### src/rtl/xlt_pkg.sv
// Package: shared encodings for the translation front-end.
// Assumes the standard page-fault cause numbers and a 2-bit access kind.
package xlt_pkg;

    typedef enum logic [1:0] {
        ACC_FETCH = 2'd0,
        ACC_LOAD  = 2'd1,
        ACC_STORE = 2'd2,
        ACC_AMO   = 2'd3
    } acc_e;

    typedef enum logic [1:0] {
        SCH_BARE = 2'd0,
        SCH_L3   = 2'd1,
        SCH_L4   = 2'd2
    } scheme_e;

    typedef enum logic [1:0] {
        ST_IDLE  = 2'd0,
        ST_ISSUE = 2'd1,
        ST_WAIT  = 2'd2,
        ST_RESP  = 2'd3
    } state_e;

    localparam logic [1:0] PRIV_MACHINE = 2'b11;
    localparam int         CAUSE_W      = 6;
    localparam logic [CAUSE_W-1:0] CAUSE_FETCH_PF = 6'd12;
    localparam logic [CAUSE_W-1:0] CAUSE_LOAD_PF  = 6'd13;
    localparam logic [CAUSE_W-1:0] CAUSE_STORE_PF = 6'd15;

    // Map an access kind to its page-fault cause code.
    function automatic logic [CAUSE_W-1:0] page_fault_cause(input logic [1:0] acc);
        case (acc)
            2'd0:    return CAUSE_FETCH_PF;
            2'd1:    return CAUSE_LOAD_PF;
            default: return CAUSE_STORE_PF;
        endcase
    endfunction

endpackage

### src/rtl/xlt_scheme_sel.sv
// Scheme selector: turns privilege and the control-word scheme field into
// one of pass-through, three-level or four-level translation.
// Assumes unknown scheme codes are treated as pass-through.
module xlt_scheme_sel #(
    parameter int          MODE_W  = 4,
    parameter logic [3:0]  CODE_L3 = 4'd8,
    parameter logic [3:0]  CODE_L4 = 4'd9
) (
    input  logic [1:0]        priv,
    input  logic [MODE_W-1:0] mode,
    output xlt_pkg::scheme_e  scheme
);
    import xlt_pkg::*;

    // Machine privilege forces pass-through; otherwise decode the field.
    always_comb begin
        if (priv == PRIV_MACHINE)              scheme = SCH_BARE;
        else if (mode == MODE_W'(CODE_L3))     scheme = SCH_L3;
        else if (mode == MODE_W'(CODE_L4))     scheme = SCH_L4;
        else                                   scheme = SCH_BARE;
    end
endmodule

### src/rtl/xlt_sign_chk.sv
// Sign-run checker: reports whether every bit of a slice is equal,
// i.e. the upper address bits are a pure sign extension.
module xlt_sign_chk #(
    parameter int W = 26
) (
    input  logic [W-1:0] bits_in,
    output logic         uniform
);
    // All zeros or all ones counts as a valid sign run.
    always_comb uniform = (bits_in == '0) || (bits_in == '1);
endmodule

### src/rtl/xlt_canon_chk.sv
// Canonical-address checker for the selected scheme. Takes only the address
// bits from the 39-bit sign position upward. Pass-through is always canonical.
module xlt_canon_chk #(
    parameter int XLEN  = 64,
    parameter int L3_VA = 39,
    parameter int L4_VA = 48
) (
    input  logic [XLEN-L3_VA:0] hi,
    input  xlt_pkg::scheme_e    scheme,
    output logic                ok
);
    import xlt_pkg::*;

    localparam int HI_W  = XLEN - L3_VA + 1;
    localparam int L4_LO = L4_VA - L3_VA;
    localparam int L4_W  = HI_W - L4_LO;

    logic ok_l3, ok_l4;

    xlt_sign_chk #(.W(HI_W)) u_l3 (.bits_in(hi), .uniform(ok_l3));
    xlt_sign_chk #(.W(L4_W)) u_l4 (.bits_in(hi[HI_W-1:L4_LO]), .uniform(ok_l4));

    // Pick the sign-run result that belongs to the active scheme.
    always_comb begin
        case (scheme)
            SCH_L3:  ok = ok_l3;
            SCH_L4:  ok = ok_l4;
            default: ok = 1'b1;
        endcase
    end
endmodule

### src/rtl/xlate_front.sv
// Translation front-end. Accepts one request at a time. It either returns a
// pass-through or invalid-address result on the next cycle, or issues a walk
// request and relays the walker's answer. Assumes the walker answers only
// requests it has accepted; wr_valid outside the wait state is ignored.
module xlate_front #(
    parameter int XLEN   = 64,
    parameter int MODE_W = 4,
    parameter int ASID_W = 16,
    parameter int ROOT_W = 44,
    parameter int PA_W   = 56,
    parameter int L3_VA  = 39,
    parameter int L4_VA  = 48
) (
    input  logic              clk,
    input  logic              rst_n,
    input  logic [XLEN-1:0]   atp_ctrl,
    input  logic              st_mxr,
    input  logic              st_sum,
    input  logic              req_valid,
    output logic              req_ready,
    input  logic [XLEN-1:0]   req_vaddr,
    input  logic [1:0]        req_acc,
    input  logic [1:0]        req_priv,
    output logic              wk_valid,
    input  logic              wk_ready,
    output logic [L4_VA-1:0]  wk_vaddr,
    output logic [ASID_W-1:0] wk_asid,
    output logic [ROOT_W-1:0] wk_root,
    output logic [1:0]        wk_level,
    output logic              wk_mxr,
    output logic              wk_sum,
    input  logic              wr_valid,
    input  logic              wr_fault,
    input  logic [PA_W-1:0]   wr_paddr,
    output logic              rsp_valid,
    input  logic              rsp_ready,
    output logic              rsp_fault,
    output logic [5:0]        rsp_cause,
    output logic [XLEN-1:0]   rsp_paddr
);
    import xlt_pkg::*;

    localparam int MODE_LSB = XLEN - MODE_W;
    localparam int ASID_LSB = MODE_LSB - ASID_W;
    localparam logic [1:0] LEVEL_L3 = 2'd2;
    localparam logic [1:0] LEVEL_L4 = 2'd3;

    state_e            st;
    scheme_e           scheme;
    logic              canon_ok;
    logic [1:0]        acc_q;
    logic [L4_VA-1:0]  l3_addr;

    xlt_scheme_sel #(.MODE_W(MODE_W)) u_sel (
        .priv   (req_priv),
        .mode   (atp_ctrl[XLEN-1:MODE_LSB]),
        .scheme (scheme)
    );

    xlt_canon_chk #(.XLEN(XLEN), .L3_VA(L3_VA), .L4_VA(L4_VA)) u_canon (
        .hi     (req_vaddr[XLEN-1:L3_VA-1]),
        .scheme (scheme),
        .ok     (canon_ok)
    );

    // Truncated address for the three-level scheme, zero-filled to port width.
    always_comb l3_addr = {{(L4_VA-L3_VA){1'b0}}, req_vaddr[L3_VA-1:0]};

    // Handshake flags follow the state directly.
    always_comb begin
        req_ready = (st == ST_IDLE);
        wk_valid  = (st == ST_ISSUE);
        rsp_valid = (st == ST_RESP);
    end

    // Request sequencing: classify, issue a walk, collect it, hand back the result.
    always_ff @(posedge clk) begin
        if (!rst_n) begin
            st        <= ST_IDLE;
            acc_q     <= '0;
            rsp_fault <= 1'b0;
            rsp_cause <= '0;
            rsp_paddr <= '0;
            wk_vaddr  <= '0;
            wk_asid   <= '0;
            wk_root   <= '0;
            wk_level  <= '0;
            wk_mxr    <= 1'b0;
            wk_sum    <= 1'b0;
        end else begin
            case (st)
                ST_IDLE: if (req_valid) begin
                    acc_q <= req_acc;
                    if (scheme == SCH_BARE) begin
                        rsp_paddr <= req_vaddr;
                        rsp_fault <= 1'b0;
                        rsp_cause <= '0;
                        st        <= ST_RESP;
                    end else if (!canon_ok) begin
                        rsp_paddr <= '0;
                        rsp_fault <= 1'b1;
                        rsp_cause <= page_fault_cause(req_acc);
                        st        <= ST_RESP;
                    end else begin
                        wk_vaddr <= (scheme == SCH_L3) ? l3_addr : req_vaddr[L4_VA-1:0];
                        wk_level <= (scheme == SCH_L3) ? LEVEL_L3 : LEVEL_L4;
                        wk_asid  <= atp_ctrl[MODE_LSB-1:ASID_LSB];
                        wk_root  <= atp_ctrl[ROOT_W-1:0];
                        wk_mxr   <= st_mxr;
                        wk_sum   <= st_sum;
                        st       <= ST_ISSUE;
                    end
                end
                ST_ISSUE: if (wk_ready) st <= ST_WAIT;
                ST_WAIT: if (wr_valid) begin
                    rsp_fault <= wr_fault;
                    rsp_cause <= wr_fault ? page_fault_cause(acc_q) : '0;
                    rsp_paddr <= wr_fault ? '0 : {{(XLEN-PA_W){1'b0}}, wr_paddr};
                    st        <= ST_RESP;
                end
                default: if (rsp_ready) st <= ST_IDLE;
            endcase
        end
    end

    // machine privilege yields a clean pass-through on the next cycle.
    a_r1_machine_bypass: assert property (@(posedge clk) disable iff (!rst_n)
        (req_valid && req_ready && req_priv == PRIV_MACHINE) |=>
        (rsp_valid && !rsp_fault && !wk_valid && rsp_paddr == $past(req_vaddr)));

    // a fault response always carries one of the three page-fault causes.
    a_r5_fault_cause: assert property (@(posedge clk) disable iff (!rst_n)
        (rsp_valid && rsp_fault) |->
        (rsp_cause == CAUSE_FETCH_PF || rsp_cause == CAUSE_LOAD_PF ||
         rsp_cause == CAUSE_STORE_PF) && rsp_paddr == '0);

    // a walk always starts from level 2 or 3.
    a_r6_level: assert property (@(posedge clk) disable iff (!rst_n)
        wk_valid |-> (wk_level == LEVEL_L3 || wk_level == LEVEL_L4));

    // a good walk answer returns with its upper bits cleared.
    a_r8_zero_ext: assert property (@(posedge clk) disable iff (!rst_n)
        (wk_valid == 1'b0 && !rsp_valid && !req_ready && wr_valid && !wr_fault) |=>
        (rsp_valid && !rsp_fault && rsp_paddr[XLEN-1:PA_W] == '0));

    // no new request is taken while a response is pending.
    a_r9_busy_no_accept: assert property (@(posedge clk) disable iff (!rst_n)
        (rsp_valid || wk_valid) |-> !req_ready);

    // the response holds until it is taken.
    a_r10_rsp_hold: assert property (@(posedge clk) disable iff (!rst_n)
        (rsp_valid && !rsp_ready) |=>
        (rsp_valid && $stable(rsp_paddr) && $stable(rsp_fault) && $stable(rsp_cause)));

    // the walk request holds until the walker takes it.
    a_r10_walk_hold: assert property (@(posedge clk) disable iff (!rst_n)
        (wk_valid && !wk_ready) |=>
        (wk_valid && $stable(wk_vaddr) && $stable(wk_level) && $stable(wk_root)));
endmodule

### config.mk
export PLATFORM = sky130hd
export DESIGN_NAME = xlate_front
export DESIGN_NICKNAME = d
export VERILOG_FILES = /design/src/rtl/xlt_pkg.sv /design/src/rtl/xlt_scheme_sel.sv /design/src/rtl/xlt_sign_chk.sv /design/src/rtl/xlt_canon_chk.sv /design/src/rtl/xlate_front.sv
export SDC_FILE = /design/constraint.sdc
export NUM_CORES = 1
export LEC_CHECK = 0
export ABC_AREA = 0
export CAP_MARGIN = 0
export CORE_AREA = 2 2 147 149
export CTS_BUF_LIST = sky130_fd_sc_hd__clkbuf_8
export CTS_CLUSTER_DIAMETER = 30
export DETAILED_ROUTE_END_ITERATION = 10
export DIE_AREA = 0 0 149 151
export GPL_ROUTABILITY_DRIVEN = 0
export GPL_TIMING_DRIVEN = 0
export PLACE_DENSITY = 0.75
export SETUP_SLACK_MARGIN = 0.05
export SYNTH_ARGS = -nofsm -noshare
export SYNTH_HDL_FRONTEND = slang
export SYNTH_SLANG_ARGS = --single-unit
### constraint.sdc
create_clock -name clk -period 3.6 [get_ports clk]
set_input_delay 0.72 -clock clk [delete_from_list [all_inputs] [get_ports clk]]
set_output_delay 0.72 -clock clk [all_outputs]
set_load 0.05 [all_outputs]
==> impl_metrics.yaml <==
timing:
  worst_slew_pin_slew_ns: 1.24
  setup_ws_ns: 0.113
  slew_headroom: 0.171
  hold_violations: 0
  setup-tns-final_ns: 0
  slew_violations: 0
  skew_ns: 0.0117
  period_share: 0.969
  rsz0062_at_grt: "no"
  finalSetupViolCount: 0
  fmax_ghz: 0.287
  min_period_ns: 3.49
setup_path:
  cp_max_fo: 10
  start_kind: "input port"
  crit_slowest_cell: "clkdlybuf4s50_1"
  worstPathCellList: "clkdlybuf4s50_1, nand2_1, or3_1, or4_4, a2111o_1, clkbuf_1, and2_1, clkbuf_2, buf_6, buf_6, o211a_1"
  critical_path_class: "input port to flip-flop"
  critPathCaptureType: "flip-flop"
  critPathTopFamily: "buffers and inverters"
  max_stage_delay_ns: 0.57
  required_ns: 3.97
  cpMostUsedCell: "buf_6"
  path_buf_inv: 5
  arrival_ns: 3.85
cts:
  cts_num_sinks: 183
  cts_max_level: 4
  clock_latency_ns: 0.46
  numCtsBuffers: 17
  clk_path_buf_depth: 2
  tritoncts: "done"
  clk_pin_slew_ns: 0.09
  post_cts_buffers: 0
  root_buffer: "clkbuf_8"
power:
  internal-power_uw: 4230
  p_seq_frac: 0.337
  netSwitchingPower_uw: 3050
  clkPwrFrac: 0.202
  combPwrFrac: 0.461
  p_leak_uw: 0.00465
  p_total_uw: 7280
  peakVddDrop_mv: 0.330
  sw_frac_of_total: 0.419
  p_per_area_mw_per_mm2: 593
final_layout:
  final_common_cell: "clkdlybuf4s50_1"
  antennaDiodeCount: 0
  post-route-util: 0.589
  fin_cells: 1587
  fillers: 1938
  area_growth_pct: 59.1
  layout_common_cells: "clkdlybuf4s50_1, dfxtp_1, nand3_1"
  nNetsFinal: 1500
  layout-drive-gt1-share: 0.0373
grt:
  grt_use_met3: 0.0696
  grt_use_total: 0.269
  grt-busiest-layer: "met2"
  grtUsageMet2: 0.468
  grt_pass1_wl_mm: 46.9
  grt_max_degree: 17
  grt_pass1_vias: 8441
  globalRouteOverflowTotal: 0
  met1_usage: 0.323
  antenna_found_initial: 0
die:
  core_area_mm2: 0.0208
  die_y_um: 151
  die_w_um: 149
  pin_count: 383
  dieArea_mm2: 0.0225
  initial_core_util: 0.370
  rows: 53
route:
  final_antenna_net_count: 0
  drc_errors: 0
  wl_per_cell_um: 19.9
  routed_wl_mm: 31.5
  viasPerCell: 5.50
  first_pass_iters: 7
  drtIter0Drc: 543
  vias: 8735
synth:
  postSynthAreaPerCell_um2: 8.57
  yosysSeqAreaShare: 0.475
  yosysUniqueCellTypes: 36
  yosysWarningCount: 0
  yosys.area_share.simple: 0.157
  synth_mux_area_frac: 0.0234
  synth_compound_area_frac: 0.276
  ys_async_sr_fraction: 0
  ys_ff_latch: 183
  syn-cell-area_mm2: 0.00771
  synth_flop_cell: "dfxtp_1"
  synth-xor-area-share: 0
  synth_edf_count: 0
  synth_top_family_by_area: "compound AO/OA/AOI/OAI gates"
  synthCells: 900
  synthAdderAreaFrac: 0.00649
job:
  maxCapViolCount: 0
placed_design:
  hpwl_mm: 24.0
  placedCellCount: 1555
  io_buffers: 379
  detailedPlace.worstSlack_ns: -0.495
status:
  status: "finished, final reports clean"
worst_hold_path:
  hp-class: "flip-flop to flip-flop"
-- per-layer routing --
metal  up-vias  wire [um]
met2       396      15500
met4         0        810
li1       4113          -
met3        54       2380
met5         -          0
met1      4172      12800
-- metrics by stage --
step	instance area, um^2	hold WS, ns
after floorplan	7720	0.436
after global placement	11900	0.440
after detailed placement	11900	0.444
after CTS	12300	0.460
after global routing	12300	0.477
final	12300	0.459
-- power by group through the flow --
stage / clock network [uW] / registers [uW] / logic, uW
finish: 1470 / 2450 / 3360
global route: 1580 / 2490 / 3540
CTS: 1490 / 2450 / 3350
detailed placement: 0 / 2500 / 3340
global placement: 0 / 2490 / 3310
floorplan: 0 / 3370 / 1270
-- kinds of logic after synthesis --
group                      count (synthesis)
and+or+nand+nor                          248
AOI/OAI and AO/OA                        334
other                                      1
buffers and inverters                    112
adders and majority gates                  4
muxes                                     18
DFF                                      183
-- registers in the layout, summed over array words and instances, names as in the netlist --
name,count
wk_vaddr,48
wk_sum,1
rsp_cause,3
acc_q,2
wk_asid,16
rsp_paddr,64
st,2
wk_root,44
wk_mxr,1
wk_level,2
-- cells in the mapped netlist (6+ instances only) --
library cell,number,area share
buf_1,6,0.0029
inv_1,6,0.0029
nand2_1,35,0.017
o211a_1,58,0.075
nor2_1,15,0.0073
nand3_1,176,0.11
a21oi_1,104,0.067
clkbuf_1,88,0.043
o21ai_0,105,0.068
a22oi_1,56,0.055
nand4_1,7,0.0057
dfxtp_1,183,0.48
mux2i_1,18,0.023
-- final cells by class --
class	count	area, um^2	area share
well taps	275	344	0.0280
plain buffers	105	448	0.0365
multi-input cells	606	3580	0.292
flip-flops and latches	183	3660	0.299
inverters	7	26.3	0.00214
repair buffers	379	3790	0.309
clock inverters	12	138	0.0112
clock buffers	20	275	0.0224
-- final timing paths --
check	startpoint	to	slack, ns	depth (start not counted)
setup / recovery	req_vaddr[47]	rsp_paddr[55]	0.11	11
hold / removal	rsp_cause[0]	rsp_cause[0]	0.46	2
setup reg to reg	st[0]	rsp_paddr[55]	0.53	12
hold reg to reg	rsp_cause[0]	rsp_cause[0]	0.46	2
-- tightest hold or removal path: cells and delay by family, from the launching register on --
family | cells | cell delay (ns)
flip-flops | 1 | 0.32
AND/OR/NAND/NOR | 1 | 0.05
AO/OA/AOI/OAI | 1 | 0.05
-- timing repair --
action	4_1_cts	5_1_grt
pin swaps	0	0
gates cloned	0	0
gates resized for setup	1	6
setup endpoints to repair	10	16
hold buffers	0	0
Power figures use the tool's default switching activity.
